===== src/rtl/xgt_pkg.sv =====
package xgt_pkg;
  typedef struct packed {
    logic rd;
    logic wr;
    logic sup;
  } rights_t;

  typedef struct packed {
    logic fillEn;
    logic flushAll;
    logic advance;
  } strobe_t;
endpackage


===== src/rtl/xgt_entry_array.sv =====
module xgt_entry_array
  import xgt_pkg::*;
#(
  parameter int ENTRIES = 8,
  parameter int VPN_W   = 20,
  parameter int PPN_W   = 18,
  parameter int IDX_W   = 3
) (
  input  logic             clk,
  input  logic             rstN,
  input  strobe_t          strobes,
  input  logic [IDX_W-1:0] wrIdx,
  input  logic [VPN_W-1:0] fillVpn,
  input  logic [PPN_W-1:0] fillPpn,
  input  rights_t          fillRights,
  input  logic [VPN_W-1:0] lookVpn,
  output logic             lookHit,
  output logic [PPN_W-1:0] lookPpn,
  output rights_t          lookRights,
  output logic             fillMatch,
  output logic [IDX_W-1:0] fillMatchIdx
);
  logic [ENTRIES-1:0] validQ;
  logic [VPN_W-1:0]   vpnMem    [ENTRIES];
  logic [PPN_W-1:0]   ppnMem    [ENTRIES];
  rights_t            rightsMem [ENTRIES];
  logic [ENTRIES-1:0] lookVec;
  logic [ENTRIES-1:0] fillVec;

  always_ff @(posedge clk) begin
    if (!rstN) validQ <= '0;
    else if (strobes.flushAll) validQ <= '0;
    else if (strobes.fillEn) validQ[wrIdx] <= 1'b1;
  end

  always_ff @(posedge clk) begin
    if (strobes.fillEn) begin
      vpnMem[wrIdx]    <= fillVpn;
      ppnMem[wrIdx]    <= fillPpn;
      rightsMem[wrIdx] <= fillRights;
    end
  end

  for (genvar g = 0; g < ENTRIES; g++) begin : g_cmp
    assign lookVec[g] = validQ[g] && (vpnMem[g] == lookVpn);
    assign fillVec[g] = validQ[g] && (vpnMem[g] == fillVpn);
  end

  // Slots never share a page number, so at most one match: OR-mux is safe.
  always_comb begin
    lookPpn      = '0;
    lookRights   = '0;
    fillMatchIdx = '0;
    for (int i = 0; i < ENTRIES; i++) begin
      if (lookVec[i]) begin
        lookPpn    = lookPpn | ppnMem[i];
        lookRights = lookRights | rightsMem[i];
      end
      if (fillVec[i]) fillMatchIdx = IDX_W'(i);
    end
  end

  assign lookHit   = |lookVec;
  assign fillMatch = |fillVec;
endmodule


===== src/rtl/xgt_ctrl.sv =====
module xgt_ctrl
  import xgt_pkg::*;
#(
  parameter int ENTRIES = 8,
  parameter int IDX_W   = 3
) (
  input  logic             clk,
  input  logic             rstN,
  input  logic             fillEn,
  input  logic             flush,
  input  logic             fillMatch,
  input  logic [IDX_W-1:0] fillMatchIdx,
  input  logic             lookupEn,
  input  logic             isWrite,
  input  logic             userMode,
  input  logic             lookHit,
  input  rights_t          lookRights,
  output strobe_t          strobes,
  output logic [IDX_W-1:0] wrIdx,
  output logic             paddrValid,
  output logic             missOut,
  output logic             faultOut
);
  localparam logic [IDX_W-1:0] LAST = IDX_W'(ENTRIES - 1);

  logic [IDX_W-1:0] victimQ;
  logic             hitNow;
  logic             badAccess;

  always_comb begin
    strobes.flushAll = flush;
    strobes.fillEn   = fillEn && !flush;
    strobes.advance  = fillEn && !flush && !fillMatch;
  end

  assign wrIdx = fillMatch ? fillMatchIdx : victimQ;

  always_ff @(posedge clk) begin
    if (!rstN) victimQ <= '0;
    else if (strobes.advance) victimQ <= (victimQ == LAST) ? '0 : victimQ + 1'b1;
  end

  assign hitNow    = lookupEn && !flush && lookHit;
  assign badAccess = (isWrite ? !lookRights.wr : !lookRights.rd) ||
                     (userMode && lookRights.sup);

  assign paddrValid = hitNow && !badAccess;
  assign faultOut   = hitNow && badAccess;
  assign missOut    = lookupEn && !hitNow;
endmodule


===== src/rtl/xlate_guard_tlb.sv =====
module xlate_guard_tlb
  import xgt_pkg::*;
#(
  parameter int ENTRIES   = 8,
  parameter int VA_W      = 32,
  parameter int PAGE_BITS = 12,
  parameter int PA_W      = 30
) (
  input  logic                      clk,
  input  logic                      rstN,
  input  logic                      lookupEn,
  input  logic [VA_W-1:0]           vaddr,
  input  logic                      isWrite,
  input  logic                      userMode,
  output logic [PA_W-1:0]           paddr,
  output logic                      paddrValid,
  output logic                      missOut,
  output logic                      faultOut,
  input  logic                      fillEn,
  input  logic [VA_W-PAGE_BITS-1:0] fillVpn,
  input  logic [PA_W-PAGE_BITS-1:0] fillPpn,
  input  logic                      fillRd,
  input  logic                      fillWr,
  input  logic                      fillSup,
  input  logic                      flush
);
  localparam int VPN_W = VA_W - PAGE_BITS;
  localparam int PPN_W = PA_W - PAGE_BITS;
  localparam int IDX_W = (ENTRIES > 1) ? $clog2(ENTRIES) : 1;

  strobe_t          strobes;
  logic [IDX_W-1:0] wrIdx;
  logic             lookHit;
  logic [PPN_W-1:0] lookPpn;
  rights_t          lookRights;
  logic             fillMatch;
  logic [IDX_W-1:0] fillMatchIdx;
  rights_t          fillRights;

  assign fillRights = '{rd: fillRd, wr: fillWr, sup: fillSup};

  xgt_entry_array #(.ENTRIES(ENTRIES), .VPN_W(VPN_W), .PPN_W(PPN_W), .IDX_W(IDX_W)) array_i (
    .clk(clk), .rstN(rstN), .strobes(strobes), .wrIdx(wrIdx),
    .fillVpn(fillVpn), .fillPpn(fillPpn), .fillRights(fillRights),
    .lookVpn(vaddr[VA_W-1:PAGE_BITS]), .lookHit(lookHit), .lookPpn(lookPpn),
    .lookRights(lookRights), .fillMatch(fillMatch), .fillMatchIdx(fillMatchIdx)
  );

  xgt_ctrl #(.ENTRIES(ENTRIES), .IDX_W(IDX_W)) ctrl_i (
    .clk(clk), .rstN(rstN), .fillEn(fillEn), .flush(flush),
    .fillMatch(fillMatch), .fillMatchIdx(fillMatchIdx),
    .lookupEn(lookupEn), .isWrite(isWrite), .userMode(userMode),
    .lookHit(lookHit), .lookRights(lookRights), .strobes(strobes), .wrIdx(wrIdx),
    .paddrValid(paddrValid), .missOut(missOut), .faultOut(faultOut)
  );

  assign paddr = paddrValid ? {lookPpn, vaddr[PAGE_BITS-1:0]} : '0;
endmodule


===== config.mk =====
export PLATFORM = sky130hd
export DESIGN_NAME = xlate_guard_tlb
export DESIGN_NICKNAME = d
export VERILOG_FILES = /design/src/rtl/xgt_pkg.sv /design/src/rtl/xgt_entry_array.sv /design/src/rtl/xgt_ctrl.sv /design/src/rtl/xlate_guard_tlb.sv
export SDC_FILE = /design/constraint.sdc
export NUM_CORES = 1
export LEC_CHECK = 0
export BUFFER_PORTS_ARGS = -buffer_cell sky130_fd_sc_hd__buf_2
export CORE_MARGIN = 2
export CORE_UTILIZATION = 60
export CTS_CLUSTER_DIAMETER = 100
export DETAILED_ROUTE_END_ITERATION = 10
export PLACE_DENSITY = 0.75
export RECOVER_POWER = 25
export SYNTH_ARGS = -nofsm -noshare
export SYNTH_HDL_FRONTEND = slang
export SYNTH_SLANG_ARGS = --single-unit

===== constraint.sdc =====
create_clock -name clk -period 5.6 [get_ports clk]
set_clock_uncertainty 0.05 [all_clocks]
set_input_delay 1.12 -clock clk [delete_from_list [all_inputs] [get_ports clk]]
set_output_delay 1.12 -clock clk [all_outputs]
set_load 0.02 [all_outputs]

==> Word level (Yosys, flattened, before mapping) <==
Memory sizes are Yosys's and may differ from the RTL's.
Index checks and enable logic that the tools add are counted.
{ "word_totals": {"regBits": 11, "mem_bits_rw": 328, "output_inout_bits": 33, "elab_cells": 107, "memories": 3} }
{ "mem_list": {"columns": ["memory", "depth", "word_bits", "rd", "rd_clocked_by_memory_dff", "write_ports", "line", "rtl"], "rows": [
  ["array_i.vpnMem", 8, 20, 8, 0, 1, "xgt_entry_array.sv:24", "logic [VPN_W-1:0] vpnMem [ENTRIES];"],
  ["array_i.ppnMem", 8, 18, 8, 0, 1, "xgt_entry_array.sv:25", "logic [PPN_W-1:0] ppnMem [ENTRIES];"],
  ["array_i.rightsMem", 8, 3, 8, 0, 1, "xgt_entry_array.sv:26", "rights_t rightsMem [ENTRIES];"]
]} }
{ "op_classes": {"addsub": 1, "n_lt_le_gt_ge": 2, "eq_ne": 17, "mux": 31, "n_bitwise": 16, "reduce_logical": 35} }
{ "ops": {"columns": ["op", "count"], "rows": [
  ["$eq A20 B20 Y1", 16],
  ["$mux W18", 8],
  ["$or A18 B18 Y18", 7],
  ["$mux W3", 14],
  ["$mux W30", 1],
  ["$logic_and A1 B1 Y1", 25],
  ["$or A3 B3 Y3", 7],
  ["$reduce_or A8 Y1", 2],
  ["$or A8 B8 Y8", 1],
  ["$logic_not A1 Y1", 6],
  ["$mux W1", 5],
  ["$lt A3 B4 Y1 const B", 1],
  ["$mux W2", 2],
  ["$add A3 B1 Y3 const B", 1],
  ["$demux W1 S3", 1],
  ["$eq A3 B3 Y1 const B", 1],
  ["$ge A3 B1 Y1 const B", 1],
  ["$reduce_or A2 Y1", 1],
  ["$logic_or A1 B1 Y1", 1],
  ["$not A1 Y1", 1]
]} }

==> Longest topological paths before layout <==
An unclocked memory read counts as a cell.
{ "logic_depth": {"word_depth": 24, "ltp_mapped": 11} }

==> By module <==
From an unflattened synthesis, not the netlist that was laid out.
{ "hier_totals": {"cells_unflattened": 1033, "hier_area_um2": 15541.2} }
{ "by_module_without_submodules": {"columns": ["mod", "n_inst", "cells_per_inst", "area_each_um2", "seq_area_each_um2"], "rows": [
  ["xgt_entry_array", 1, 974, 15043.2, 10009.6],
  ["xgt_ctrl", 1, 26, 257.7, 60.1],
  ["xlate_guard_tlb", 1, 33, 240.2, 0.0]
]} }

==> Worst setup path before layout <==
OpenSTA, ideal clock, no wires.
{ "synth_path": {"path_kind": "input to register", "startpoint": "input port fillVpn[19]", "endpoint": "memory array_i.ppnMem[0][0] (enable)", "setup_time_ns": 0.439, "arrival_time_ns": 4.809, "required_ns": 5.111, "slack_ns": 0.302, "stages": 9, "path_buffers": 1, "cell_sequence": "buf_2 > xor2_1 > nor4_1 > nand4_1 > o22a_1 > and3_1 > a221o_1 > or4_4 > nor2_1"} }
{ "synth_via": {"elab_chain_cells": 10, "word_cells_on_any_way": 25, "cone_classes": "eq/ne: 8; mux: 8; reduce/logical: 9"} }
{ "synth_rtl": {"columns": ["element", "line", "rtl"], "rows": [
  ["start: declaration", "xlate_guard_tlb.sv:20", "input logic [VA_W-PAGE_BITS-1:0] fillVpn,"],
  ["$eq A20 B20 Y1", "xgt_entry_array.sv:46", "assign fillVec[g] = validQ[g] && (vpnMem[g] == fillVpn);"],
  ["$logic_and A1 B1 Y1", "xgt_entry_array.sv:46", null],
  ["$mux W1", "xgt_entry_array.sv:59", "if (fillVec[i]) fillMatchIdx = IDX_W'(i);"],
  ["$mux W2 (2 in series)", "xgt_entry_array.sv:59", null],
  ["$mux W3 (4 in series)", "xgt_entry_array.sv:59", null],
  ["$mux W3 *", "xgt_ctrl.sv:36", "assign wrIdx = fillMatch ? fillMatchIdx : victimQ;"],
  ["end: declaration", "xgt_entry_array.sv:25", null]
]} }
Every way passes the cells marked *; elsewhere a longest branch is shown, timed or not.

==> Final worst setup path <==
{ "layout_path": {"startpoint": "input port vaddr[26]", "endpoint": "output port paddr[24]"} }
{ "layout_via": {"elab_chain_cells": 23, "word_cells_on_any_way": 56, "cone_classes": "eq/ne: 8; mux: 18; bitwise: 14; reduce/logical: 16"} }
{ "layout_rtl": {"columns": ["element", "line", "rtl"], "rows": [
  ["start: declaration", "xlate_guard_tlb.sv:12", "input logic [VA_W-1:0] vaddr,"],
  ["$eq A20 B20 Y1", "xgt_entry_array.sv:45", "assign lookVec[g] = validQ[g] && (vpnMem[g] == lookVpn);"],
  ["$logic_and A1 B1 Y1", "xgt_entry_array.sv:45", null],
  ["$mux W3", "xgt_entry_array.sv:55", "if (lookVec[i]) begin"],
  ["$or A3 B3 Y3", "xgt_entry_array.sv:57", "lookRights = lookRights | rightsMem[i];"],
  ["$mux W3", "xgt_entry_array.sv:55", null],
  ["$or A3 B3 Y3", "xgt_entry_array.sv:57", null],
  ["$mux W3", "xgt_entry_array.sv:55", null],
  ["$or A3 B3 Y3", "xgt_entry_array.sv:57", null],
  ["[... 7 more ...]", null, null],
  ["$or A3 B3 Y3", "xgt_entry_array.sv:57", null],
  ["$mux W3", "xgt_entry_array.sv:55", null],
  ["$logic_not A1 Y1", "xgt_ctrl.sv:44", "assign badAccess = (isWrite ? !lookRights.wr : !lookRights.rd) ||"],
  ["$mux W1", "xgt_ctrl.sv:44", null],
  ["$logic_or A1 B1 Y1", "xgt_ctrl.sv:44", null],
  ["$logic_not A1 Y1", "xgt_ctrl.sv:47", "assign paddrValid = hitNow && !badAccess;"],
  ["$logic_and A1 B1 Y1", "xgt_ctrl.sv:47", null],
  ["$mux W30 *", "xlate_guard_tlb.sv:57", "assign paddr = paddrValid ? {lookPpn, vaddr[PAGE_BITS-1:0]} : '0;"],
  ["end: declaration", "xlate_guard_tlb.sv:15", "output logic [PA_W-1:0] paddr,"]
]} }
Marks and branches as above.

==> flow_summary.toml <==
[routing]
drc = 0
drt_iter0_drc = 1182
first_pass_iters = 8
num_vias = 9760
postRouteAntennaNets = 0
post_drt_via_cell_ratio = 6.34
wl_mm = 42.6
wire_per_inst_um = 27.7

[logic_synthesis]
ys_warn_count = 0
synthAdderAreaFrac = 0.00163
yosysSeqAreaShare = 0.657
synth-simple-area-share = 0.0715
ys.flop_type = "edfxtp_1"
synth_top_family_by_area = "XOR/XNOR gates"
postSynthAreaPerCell_um2 = 14.6
synth_xor_area_frac = 0.183
synth_compound_area_frac = 0.0596
synth_edf_count = 328
ys_types = 44
ys_seq_elements = 339
syn_area_mm2 = 0.0153
syn-num-nets = 1132
muxShareOfSynthArea = 0.00196
synthCells = 1050
synthArstFlopShare = 0

[critical_path]
regToRegSetupSlack_ns = 1.09
critical_path_class = "in -> out"
crit_path_end_kind = "output port"
reg2regPathDepth = 9
critPathArrivalTime_ns = 4.04
start_kind = "input port"
worst-path-max-fanout = 21
rr_startpoint = "array_i.vpnMem[4][12]"
critPathRequiredTime_ns = 4.43
r2r_end = "array_i.ppnMem[4][16]"

[final_layout]
finalNetCount = 1264
postLayoutCellArea_mm2 = 0.0175
mostFrequentLayoutCells = "328 x edfxtp_1, 222 x xnor2_1, 98 x xor2_1, 88 x buf_2, 53 x nand4_1"
seqCellArea_mm2 = 0.0101
multiInputGateArea_mm2 = 0.00494
drive_above_1_share = 0.158
fillerInstances = 1774
area_delta_synth_final_pct = 14.5
mostFrequentLayoutCell = "edfxtp_1"

[global_route]
grt.total_usage = 0.323
gr-total-overflow = 0
grt_pass1_wl_mm = 61.3
grt_max_degree = 42
grt_pass1_vias = 9366
antenna_found_initial = 1

[sta]
grt_setup_unrepaired = "false"
worst_slew_pin_slew_ns = 0.974
fin_setup_tns_ns = 0
period_share = 0.930
finalHoldViolations = 0
setup_viol = 0
drv_slew = 0
slew_headroom = 0.344
fin_crit_ns = 5.21
clock.fmax_mhz = 192

[floorplan]
core-area_mm2 = 0.0251
die_w_um = 164
fp.dieH_um = 164
dieArea_mm2 = 0.0268
start_util = 0.610
num_rows = 58
ios = 113

[clock_network]
cts_buffer_depth = 3
cts-root-buf = "clkbuf_16"
htreeDepth = 2
cts_tree = "done"
cts_hold_buffers = 0
cts_sinks = 339
post_cts_buffers = 0
clkTransAtPathRegs_ns = 0.06
numCtsBuffers = 36
ctsResizeCount = 0
worstSkewPairLatency_ns = 0.52

[run_status]
status = "complete, no violations"

[hold_path]
min_from = "array_i.validQ[5]"
holdPathStages = 2
hold_end = "array_i.validQ[5]"
hp-class = "reg -> reg"

[placed_design]
postPlaceCellArea_mm2 = 0.0165
hpwl_mm = 29.0
gp_congestion = 0.958
io_buffers = 112

[run]
drv_cap = 0

[pwr]
p_total_mw = 5.35
vdd_ir_drop_max_v = 0.000262
p_leak_nw = 5.67
cellPowerDensity_mw_per_mm2 = 305
-- flip-flops by register name, summed over array words and instances, names as in the netlist --
| signal | count |
|---|---|
| array_i.vpnMem | 160 |
| array_i.validQ | 8 |
| array_i.ppnMem | 144 |
| array_i.rightsMem | 24 |
| ctrl_i.victimQ | 3 |
-- power breakdown --
group,internal (mW),switching (mW),leakage (nW)
Combinational,0.114,0.220,2.09
Sequential,2.81,0.0133,3.05
Clock,1.24,0.953,0.521
Total,4.16,1.19,5.67
-- logic make-up (layout without fill, tap and decap cells) --
| group | Yosys count | count (layout) |
|---|---|---|
| flip-flops | 339 | 339 |
| XOR/XNOR | 320 | 320 |
| AND/OR/NAND/NOR | 192 | 192 |
| AO/OA/AOI/OAI | 117 | 117 |
| buffers and inverters | 77 | 236 |
| multiplexers | 3 | 3 |
| adder cells (fa/ha/maj) | 2 | 2 |
| other | 0 | 1 |
-- worst max-delay path, stage by stage --
cell and delay, ns:
buf_2 0.19, xnor2_1 0.34, nand4_1 0.15, nor4_1 0.62, and2_1 0.49, nor4_1 0.11, a21oi_1 0.23, o2111ai_2 0.19
buf_12 0.21, a31oi_1 0.18, buf_2 0.20
-- cell usage after synthesis, types with 2 or more instances --
cell type    n  share of area
nor2_1      24         0.0059
a222oi_1     2         0.0013
xnor2_1    222           0.13
and4_1       2         0.0011
nor2b_1      6         0.0025
dfxtp_1     11          0.014
mux2i_1      3         0.0020
clkbuf_1    23         0.0056
nor3_1       4         0.0013
and3_1       7         0.0029
nand2_1     15         0.0037
a221oi_1    18          0.010
edfxtp_1   328           0.64
nand2b_1     5         0.0020
o21ai_0      2        0.00065
o2111ai_1    2         0.0011
buf_2       27         0.0088
nand4_1     53          0.022
o31a_1       2         0.0011
a31oi_1     18         0.0073
a22oi_1     38          0.019
ha_1         2         0.0016
o31ai_1      8         0.0039
nand3_1     26         0.0085
buf_6        6         0.0044
nor4_1      38          0.016
xor2_1      98          0.056
inv_1       15         0.0037
and2_1       7         0.0029
a22o_1      20          0.011
buf_4        5         0.0025
-- cell type report --
cell class / instances / area share
clock buffer: 45 / 0.0557
timing repair buffer: 156 / 0.0555
tap: 330 / 0.0235
antenna: 1 / 0.000143
clock inverter: 20 / 0.00599
sequential: 339 / 0.574
multi-input combinational: 634 / 0.282
inverter: 15 / 0.00321
-- how the worst max path moves through the flow --
stage                      from  depth (start not counted)                    to  slack, ns
finish                vaddr[26]                         11             paddr[24]       0.39
global route          vaddr[30]                         11             paddr[23]       0.31
floorplan           fillVpn[19]                          9  array_i.ppnMem[0][0]       0.30
global placement      vaddr[24]                         11             paddr[14]       0.51
detailed placement    vaddr[30]                         11             paddr[14]       0.52
CTS                   vaddr[30]                         11             paddr[14]       0.50
-- metal layers --
layer  global-route usage  vias up  share of wire
met4                0.120        0          0.039
li1                     -     4214              -
met2                0.471      663           0.44
met5                    0        -              0
met1                0.471     4783           0.39
met3               0.0823      100           0.12
-- stage by stage --
step	utilization	std cells	setup WS (ns)	hold slack [ns]
floorplan	-	1050	0.302	0.388
global placement	0.656	1474	0.512	0.441
detailed placement	0.656	1474	0.517	0.457
CTS	0.700	1539	0.496	0.474
global route	0.698	1540	0.311	0.502
finish	0.698	1540	0.394	0.479
Note: power is estimated with default switching activity, not from simulation.
